--- src/rtl/logshift_pkg.sv ---
package logshift_pkg;

  // Strobes issued by the control half to the datapath each cycle.
  typedef struct packed {
    logic zero;    // clear with no operand pair
    logic load;    // clear with an operand pair: start new window
    logic accum;   // add the signed term into the running sum
    logic negate;  // weight sign set: the term is subtracted
  } peStrobes_t;

  // Largest exponent the weight code can reach.
  function automatic int maxShift(input int coefS, input int offsI, input int expW);
    return coefS * ((1 << expW) - 1) + offsI;
  endfunction

endpackage

--- src/rtl/logshift_shifter.sv ---
// Staged barrel shifter that reaches only exponents COEF_S*x + OFFS_I.
// A fixed shift by OFFS_I is followed by one stage per code bit k,
// each shifting by COEF_S * 2^k when that bit is set.
module logshift_shifter #(
  parameter int ACT_W  = 8,
  parameter int EXP_W  = 3,
  parameter int COEF_S = 2,
  parameter int OFFS_I = 1,
  parameter int PROD_W = 23
) (
  input  logic                     clk,
  input  logic                     rst_n,
  input  logic signed [ACT_W-1:0]  actIn,
  input  logic        [EXP_W-1:0]  expCode,
  output logic signed [PROD_W-1:0] product
);

  localparam int EXT_W = PROD_W - ACT_W;

  logic signed [PROD_W-1:0] actExt;
  logic signed [PROD_W-1:0] stage [EXP_W+1];

  assign actExt   = {{EXT_W{actIn[ACT_W-1]}}, actIn};
  assign stage[0] = actExt <<< OFFS_I;

  for (genvar k = 0; k < EXP_W; k++) begin : g_stage
    localparam int STEP = COEF_S << k;
    assign stage[k+1] = expCode[k] ? (stage[k] <<< STEP) : stage[k];
  end

  assign product = stage[EXP_W];

  // a nonzero activation never yields a zero product.
  assert_nonzero_R4: assert property (@(posedge clk) disable iff (!rst_n)
    (actIn != '0) |-> (product != '0));

  // the sign of the activation survives the shift.
  assert_sign_kept_R9: assert property (@(posedge clk) disable iff (!rst_n)
    (actIn != '0) |-> (product[PROD_W-1] == actIn[ACT_W-1]));

endmodule

--- src/rtl/logshift_ctrl.sv ---
// Control half: turns clear and the valid pair into datapath strobes,
// and registers the valids forwarded to neighbours.
module logshift_ctrl
  import logshift_pkg::*;
(
  input  logic       clk,
  input  logic       rst_n,
  input  logic       clear,
  input  logic       actValidIn,
  input  logic       wgtValidIn,
  input  logic       wgtSign,
  output peStrobes_t strobes,
  output logic       actValidOut,
  output logic       wgtValidOut,
  output logic       accValid
);

  logic pairValid;

  assign pairValid = actValidIn & wgtValidIn;

  always_comb begin
    strobes        = '0;
    strobes.zero   = clear & ~pairValid;
    strobes.load   = clear &  pairValid;
    strobes.accum  = ~clear & pairValid;
    strobes.negate = pairValid & wgtSign;
  end

  always_ff @(posedge clk or negedge rst_n) begin
    if (!rst_n) begin
      actValidOut <= 1'b0;
      wgtValidOut <= 1'b0;
      accValid    <= 1'b0;
    end else begin
      actValidOut <= actValidIn;
      wgtValidOut <= wgtValidIn;
      accValid    <= pairValid;
    end
  end

  // each valid reaches the neighbour exactly one cycle later.
  assert_fwd_valid_R8: assert property (@(posedge clk) disable iff (!rst_n)
    $past(rst_n) |-> (actValidOut == $past(actValidIn) && wgtValidOut == $past(wgtValidIn)));

  // the result strobe follows only cycles carrying an operand pair.
  assert_acc_valid_R11: assert property (@(posedge clk) disable iff (!rst_n)
    $past(rst_n) |-> (accValid == $past(actValidIn && wgtValidIn)));

endmodule

--- src/rtl/logshift_datapath.sv ---
// Datapath half: operand forwarding registers, shifter, sign and accumulator.
module logshift_datapath
  import logshift_pkg::*;
#(
  parameter int ACT_W  = 8,
  parameter int EXP_W  = 3,
  parameter int COEF_S = 2,
  parameter int OFFS_I = 1,
  parameter int PROD_W = 23,
  parameter int ACC_W  = 30
) (
  input  logic                    clk,
  input  logic                    rst_n,
  input  peStrobes_t              strobes,
  input  logic signed [ACT_W-1:0] actIn,
  input  logic        [EXP_W:0]   wgtIn,
  output logic signed [ACT_W-1:0] actOut,
  output logic        [EXP_W:0]   wgtOut,
  output logic signed [ACC_W-1:0] accOut
);

  localparam int GROW_W = ACC_W - PROD_W;

  logic signed [PROD_W-1:0] product;
  logic signed [ACC_W-1:0]  prodExt;
  logic signed [ACC_W-1:0]  term;

  logshift_shifter #(
    .ACT_W (ACT_W),
    .EXP_W (EXP_W),
    .COEF_S(COEF_S),
    .OFFS_I(OFFS_I),
    .PROD_W(PROD_W)
  ) u_shifter (
    .clk    (clk),
    .rst_n  (rst_n),
    .actIn  (actIn),
    .expCode(wgtIn[EXP_W-1:0]),
    .product(product)
  );

  assign prodExt = {{GROW_W{product[PROD_W-1]}}, product};
  assign term    = strobes.negate ? -prodExt : prodExt;

  always_ff @(posedge clk or negedge rst_n) begin
    if (!rst_n) begin
      actOut <= '0;
      wgtOut <= '0;
      accOut <= '0;
    end else begin
      actOut <= actIn;
      wgtOut <= wgtIn;
      if (strobes.zero) begin
        accOut <= '0;
      end else if (strobes.load) begin
        accOut <= term;
      end else if (strobes.accum) begin
        accOut <= accOut + term;
      end
    end
  end

  // no strobe, no change.
  assert_hold_R5: assert property (@(posedge clk) disable iff (!rst_n)
    !(strobes.zero || strobes.load || strobes.accum) |=> $stable(accOut));

  // a lone clear empties the accumulator.
  assert_clear_R6: assert property (@(posedge clk) disable iff (!rst_n)
    strobes.zero |=> (accOut == '0));

  // operands reach the neighbours unchanged one cycle later.
  assert_fwd_data_R8: assert property (@(posedge clk) disable iff (!rst_n)
    $past(rst_n) |-> (actOut == $past(actIn) && wgtOut == $past(wgtIn)));

  // a subtracted term moves the sum against the sign of the product.
  assert_negate_R3: assert property (@(posedge clk) disable iff (!rst_n)
    (strobes.load && strobes.negate && product > 0) |=> (accOut < 0));

endmodule

--- src/rtl/logshift_pe.sv ---
// Thin top: wires the control half to the datapath half.
module logshift_pe
  import logshift_pkg::*;
#(
  parameter  int ACT_W      = 8,
  parameter  int EXP_W      = 3,
  parameter  int COEF_S     = 2,
  parameter  int OFFS_I     = 1,
  parameter  int KERNEL_LEN = 64,
  localparam int MAX_SH     = maxShift(COEF_S, OFFS_I, EXP_W),
  localparam int PROD_W     = ACT_W + MAX_SH,
  localparam int ACC_W      = PROD_W + $clog2(KERNEL_LEN) + 1
) (
  input  logic                    clk,
  input  logic                    rst_n,
  input  logic                    clear,
  input  logic signed [ACT_W-1:0] actIn,
  input  logic                    actValidIn,
  input  logic        [EXP_W:0]   wgtIn,
  input  logic                    wgtValidIn,
  output logic signed [ACT_W-1:0] actOut,
  output logic                    actValidOut,
  output logic        [EXP_W:0]   wgtOut,
  output logic                    wgtValidOut,
  output logic signed [ACC_W-1:0] accOut,
  output logic                    accValid
);

  peStrobes_t strobes;

  logshift_ctrl u_ctrl (
    .clk        (clk),
    .rst_n      (rst_n),
    .clear      (clear),
    .actValidIn (actValidIn),
    .wgtValidIn (wgtValidIn),
    .wgtSign    (wgtIn[EXP_W]),
    .strobes    (strobes),
    .actValidOut(actValidOut),
    .wgtValidOut(wgtValidOut),
    .accValid   (accValid)
  );

  logshift_datapath #(
    .ACT_W (ACT_W),
    .EXP_W (EXP_W),
    .COEF_S(COEF_S),
    .OFFS_I(OFFS_I),
    .PROD_W(PROD_W),
    .ACC_W (ACC_W)
  ) u_datapath (
    .clk    (clk),
    .rst_n  (rst_n),
    .strobes(strobes),
    .actIn  (actIn),
    .wgtIn  (wgtIn),
    .actOut (actOut),
    .wgtOut (wgtOut),
    .accOut (accOut)
  );

  // clear always wins over accumulation into the old sum.
  assert_window_start_R7: assert property (@(posedge clk) disable iff (!rst_n)
    (clear && !(actValidIn && wgtValidIn)) |=> (accOut == '0));

endmodule

--- config.mk ---
export PLATFORM = sky130hd
export DESIGN_NAME = logshift_pe
export DESIGN_NICKNAME = d
export VERILOG_FILES = /design/src/rtl/logshift_pkg.sv /design/src/rtl/logshift_shifter.sv /design/src/rtl/logshift_ctrl.sv /design/src/rtl/logshift_datapath.sv /design/src/rtl/logshift_pe.sv
export SDC_FILE = /design/constraint.sdc
export NUM_CORES = 1
export LEC_CHECK = 0
export CAP_MARGIN = 0
export CORE_ASPECT_RATIO = 1.5
export CORE_MARGIN = 2
export CORE_UTILIZATION = 65
export DETAILED_ROUTE_END_ITERATION = 10
export DONT_BUFFER_PORTS = 1
export PLACE_DENSITY = 0.81
export SYNTH_ARGS = -nofsm -noshare
export SYNTH_HDL_FRONTEND = slang
export SYNTH_SLANG_ARGS = --single-unit
export TNS_END_PERCENT = 1
--- constraint.sdc ---
create_clock -name clk -period 4.03 [get_ports clk]
set_input_delay 0.2015 -clock clk [delete_from_list [all_inputs] [get_ports clk]]
set_output_delay 0.2015 -clock clk [all_outputs]
set_load 0.03 [all_outputs]
Word-level counts from Yosys, hierarchy flattened
Index checks and enable logic that the tools add are counted.
Widths: inputs -> output; s select.
Cells by class
  reduce and logical (&&, ||, !) cells: 1
  $add $sub $neg: 2
  muxes and demuxes: 7
  bitwise operators: 7
Operator list (count)
  $mux 30: 4
  $add 30x30->30: 1
  $neg 23->30: 1
  $mux 22: 1
  $mux 14: 1
  $mux 10: 1
  $and 1x1->1: 5
  $reduce_bool 3->1: 1
  $not 1->1: 2
Word-level totals
  register bits after elaboration: 45
  input bits: 17
  output and inout bits: 45
  word-level logic and storage cells: 23

Logic depth before layout (Yosys ltp)
  depth in word-level cells: 9
  depth in mapped cells: 20

Modules after synthesis
From an unflattened synthesis, not the netlist that was laid out.
Second synthesis, totals
  cell total of the unflattened synthesis: 538
  area total of the unflattened synthesis: 4445.5 um^2
Modules (own cells, without submodules)
  logshift_datapath: area an instance 3871.2 um^2, cells each 460, instances 1
  logshift_shifter: area an instance 462.9 um^2, cells each 70, instances 1
  logshift_ctrl: area an instance 111.4 um^2, cells each 8, instances 1

Worst setup path before layout
OpenSTA, ideal clock, no wires.
  path kind: input to register
  from: input port wgtIn[2]
  to: register u_datapath.accOut[18]
  slack: -0.288 ns
  cell stages on the path: 18
  data arrival time: 4.192 ns
  path buffers: 3
  required time: 3.904 ns
  cells stage by stage: clkbuf_1 > clkbuf_1 > clkbuf_1 > nor3_1 > nand2_1 > ha_1 > and2_1 > a41oi_2 > o21ai_0 > xor2_1 > ha_1 > and4_1 > a221o_1 > or4_1 > a31oi_1 > xor2_1 > nor2_1 > a221o_1
Between the ends
  longest elaborated chain between the ends: 7
RTL lines
  start, declared: RTL line logshift_pe.sv:19  | input logic [EXP_W:0] wgtIn,
  $mux 22 *: RTL line logshift_shifter.sv:28  | assign stage[k+1] = expCode[k] ? (stage[k] <<< STEP) : stage[k];
  $neg 23->30: RTL line logshift_datapath.sv:43  | assign term = strobes.negate ? -prodExt : prodExt;
  $mux 30 *: RTL line logshift_datapath.sv:43
  $add 30x30->30: RTL line logshift_datapath.sv:58  | accOut <= accOut + term;
  $mux 30: RTL line logshift_datapath.sv:57  | end else if (strobes.accum) begin
  $mux 30 *: RTL line logshift_datapath.sv:55  | end else if (strobes.load) begin
  $mux 30 *: RTL line logshift_datapath.sv:53  | if (strobes.zero) begin
  end signal, assigned: RTL line logshift_datapath.sv:56  | accOut <= term;
  end signal, assigned: RTL line logshift_datapath.sv:58
  end, declared: RTL line logshift_datapath.sv:19  | output logic signed [ACC_W-1:0] accOut
Every way passes the cells marked *; elsewhere a longest branch is shown, timed or not. The select of a mux whose other input is x is not followed.
A chain may end at the register's enable or synchronous reset.

Final worst setup path
  from: input port wgtIn[0]
  to: register u_datapath.accOut[18]
Between the ends
  longest elaborated chain between the ends: 9
RTL lines (RTL line)
  $mux 10 *: logshift_shifter.sv:28
  $mux 14 *: logshift_shifter.sv:28
  $mux 22 *: logshift_shifter.sv:28
  $neg 23->30: logshift_datapath.sv:43
  $mux 30 *: logshift_datapath.sv:43
  $add 30x30->30: logshift_datapath.sv:58
  $mux 30: logshift_datapath.sv:57
  $mux 30 *: logshift_datapath.sv:55
  $mux 30 *: logshift_datapath.sv:53
Marks and branches as above.

==> metrics.yaml <==
run_status:
  status: "finished, final reports clean"
clock_tree:
  cts.path.max_buffers: 2
  cts-htree-levels: 2
  cts_sinks: 44
  tritoncts: "done"
  cts_inserted_buffers: 5
  root_buffer: "clkbuf_8"
  worstSkewPairLatency_ps: 310
  clkTransAtPathRegs_ps: 80
placement:
  dp_hpwl_mm: 9.42
  port_buffers: 0
  gp_congestion: 0.991
  place_area_um2: 4580
timing:
  period_minus_slack_ps: 3790
  max_freq_mhz: 264
  final.period_utilization_pct: 94.1
  finalHoldViolations: 0
  setup_violations: 0
  fin_worst_skew_ps: 7.05
  rsz0062_at_grt: "no"
  worst_pin_slew_ps: 827
  slew_headroom_pct: 44.9
  drv_slew: 0
critical_path:
  critical_path_required_ps: 4210
  critPathMaxFanout: 27
  startpoint_type: "input pin"
  worstSetupPathType: "in2reg"
  critical_path.endpoint_type: "register"
  critPathArrivalTime_ps: 3980
final_layout:
  fin_area_um2: 4890
  drive_above_1_share_pct: 9.25
  nets: 611
  final_cell_mix: "49 x nor2_1, 49 x a21oi_1, 44 x nand2_1, 44 x o21ai_0, 44 x dfrtp_1"
  diodes: 0
  num-fill-cells: 542
  syn_to_final_growth_pct: 9.12
route:
  drt-initial-drc-count: 349
  via_per_inst: 6.87
  dr.pass1.iters: 6
  avgRoutedWirePerCell_um: 20.2
  drtAntennaViolNets: 0
  drc_errors: 0
  routed_wirelength_mm: 12.9
  vias: 4398
synth:
  ys_ff_latch: 44
  synthArstFlopShare_pct: 100
  synth_cell_types: 70
  synth_flop_cell: "dfrtp_1"
  syn-instance-count: 549
  yosysWarnings: 0
  synth_edf_count: 0
  syn_area_um2: 4490
  syn-num-nets: 598
  syn_avg_cell_area_um2: 8.17
  seq_area_frac_synth_pct: 24.5
pwr:
  power_w: 0.00167
  leakage_nw: 2.14
  comb_power_share_pct: 44.0
  pwr-share-clk_pct: 18.5
  power_switching_w: 0.000713
  seqPwrFrac_pct: 37.5
  p_sw_share_pct: 42.7
  power_density_nw_per_um2: 341
  vdd_ir_drop_max_v: 0.000289
  internal_power_w: 0.000957
floorplanning:
  core_um2: 6760
  fp-row-count: 37
  die_x_um: 71.8
  start_util_pct: 66.4
  die_area_um2: 7590
  ios: 62
  die_h_um: 106
global_routing:
  grt_pass1_wl_mm: 20.6
  track_usage_pct: 34.5
  grt_pass1_vias: 4268
  antenna_found_initial: 0
  grt_max_degree: 45
  gr-total-overflow: 0
run:
  drv_cap: 0
worst_hold_path:
  min_path_type: "in2reg"
[worst max-delay path, stage by stage]
cell       delay (ps)
mux2i_1           300
a2bb2oi_2         370
a41oi_2           290
nor4_4            400
nor2_1            120
xnor2_2           250
ha_1              340
a21oi_1           310
nand2b_1          120
or4_1             540
a31oi_1           210
xor2_1            170
nor2_1             60
a221o_1           290
[logic make-up after synthesis]
family                     after synthesis  synth area share [%]
AOI/OAI and AO/OA                      192                  28.6
and+or+nand+nor                        176                  19.6
DFF                                     44                  24.5
buffers and inverters                   42                  4.35
xor gates and xnor gates                40                  7.81
adders and majority gates               32                  9.09
muxes                                   22                  5.97
other                                    1                0.0836
[path summary, 6_finish.rpt]
kind	from	to	slack, ps	cells after the start
worst min-delay path	clear	u_datapath.accOut[26]	7	1
worst max register to register	u_datapath.accOut[1]	u_datapath.accOut[27]	850	11
worst max-delay path	wgtIn[0]	u_datapath.accOut[18]	240	14
max in group asynchronous	rst_n	u_datapath.actOut[6]	3410	2
min in group asynchronous	rst_n	u_datapath.accOut[5]	390	2
worst min register to register	u_datapath.accOut[24]	u_datapath.accOut[24]	770	2
[area by class of cell]
cell class	instances	area [um^2]	share of cell area, %
tap	78	97.6	1.99
sequential	44	1100	22.5
timing repair buffer	35	325	6.65
clock buffer	7	96.3	1.97
multi-input combinational	463	3230	65.9
inverter	13	48.8	0.997
[what timing repair did]
action | CTS | global route
resized for setup | 0 | 2
setup endpoints to repair | 0 | 2
buffers inserted | 0 | 0
hold buffers | 18 | 0
hold endpoints to repair | 73 | 0
[synthesized netlist by cell type (4+ instances only)]
master / number / area [um^2]
a31oi_1: 9 / 56.3
clkbuf_1: 16 / 60.1
xor2_1: 22 / 193
mux2_2: 4 / 45.0
nor3_1: 16 / 80.1
a21oi_1: 50 / 250
o211ai_1: 6 / 45.0
nand3b_1: 5 / 37.5
a221o_1: 4 / 40.0
nand2_1: 44 / 165
nand2b_1: 10 / 62.6
o21a_1: 12 / 90.1
nor3b_1: 4 / 30.0
buf_1: 4 / 15.0
ha_1: 31 / 388
inv_1: 12 / 45.0
nand3_1: 15 / 75.1
a211oi_1: 5 / 37.5
dfrtp_1: 44 / 1100
o31ai_1: 7 / 52.6
o21ai_0: 45 / 225
buf_4: 4 / 30.0
and3_1: 6 / 37.5
and2_1: 6 / 37.5
o22ai_1: 4 / 25.0
a21o_1: 13 / 97.6
mux2i_1: 14 / 140
nor2_1: 49 / 184
xnor2_1: 18 / 158
nor2b_1: 6 / 37.5
a22oi_1: 4 / 30.0
[state kept, by name, indices dropped and copies added, names as in the netlist]
name	count
u_ctrl.accValid	1
u_datapath.accOut	29
u_datapath.wgtOut	4
u_datapath.actOut	8
u_ctrl.actValidOut	1
u_ctrl.wgtValidOut	1
[metal layers]
layer | share of wire, % | GRT usage, % | vias to the layer above | routed length [um]
met5 | 0 | 0 | - | 0
met1 | 37 | 39.0 | 2112 | 4790
met2 | 53 | 59.5 | 183 | 6800
met3 | 6.0 | 6.12 | 49 | 782
li1 | - | - | 2054 | -
met4 | 4.4 | 19.8 | 0 | 567
[per-stage QoR]
| step | util [%] | TNS [ps] | std cells | setup slack (ps) | hold WS, ps |
|---|---|---|---|---|---|
| after floorplan | - | 0 | 549 | 103 | -94.1 |
| after global placement | 67.8 | -103 | 615 | -70.4 | -93.1 |
| after detailed placement | 67.8 | -258 | 615 | -110 | -93.2 |
| after CTS | 72.1 | 0 | 640 | 206 | 1.67 |
| after global routing | 72.4 | 0 | 640 | 48.8 | 14.3 |
| final | 72.4 | 0 | 640 | 237 | 6.85 |
[power groups by stage]
stage	registers [W]	logic, W	clock network (W)
2_1_floorplan	0.000621	0.000555	0
3_3_place_gp	0.000636	0.000672	0
3_5_place_dp	0.000637	0.000684	0
4_1_cts	0.000628	0.000716	0.000319
5_1_grt	0.000634	0.000800	0.000327
6_report	0.000627	0.000735	0.000308
(Power assumes the default switching activity.)
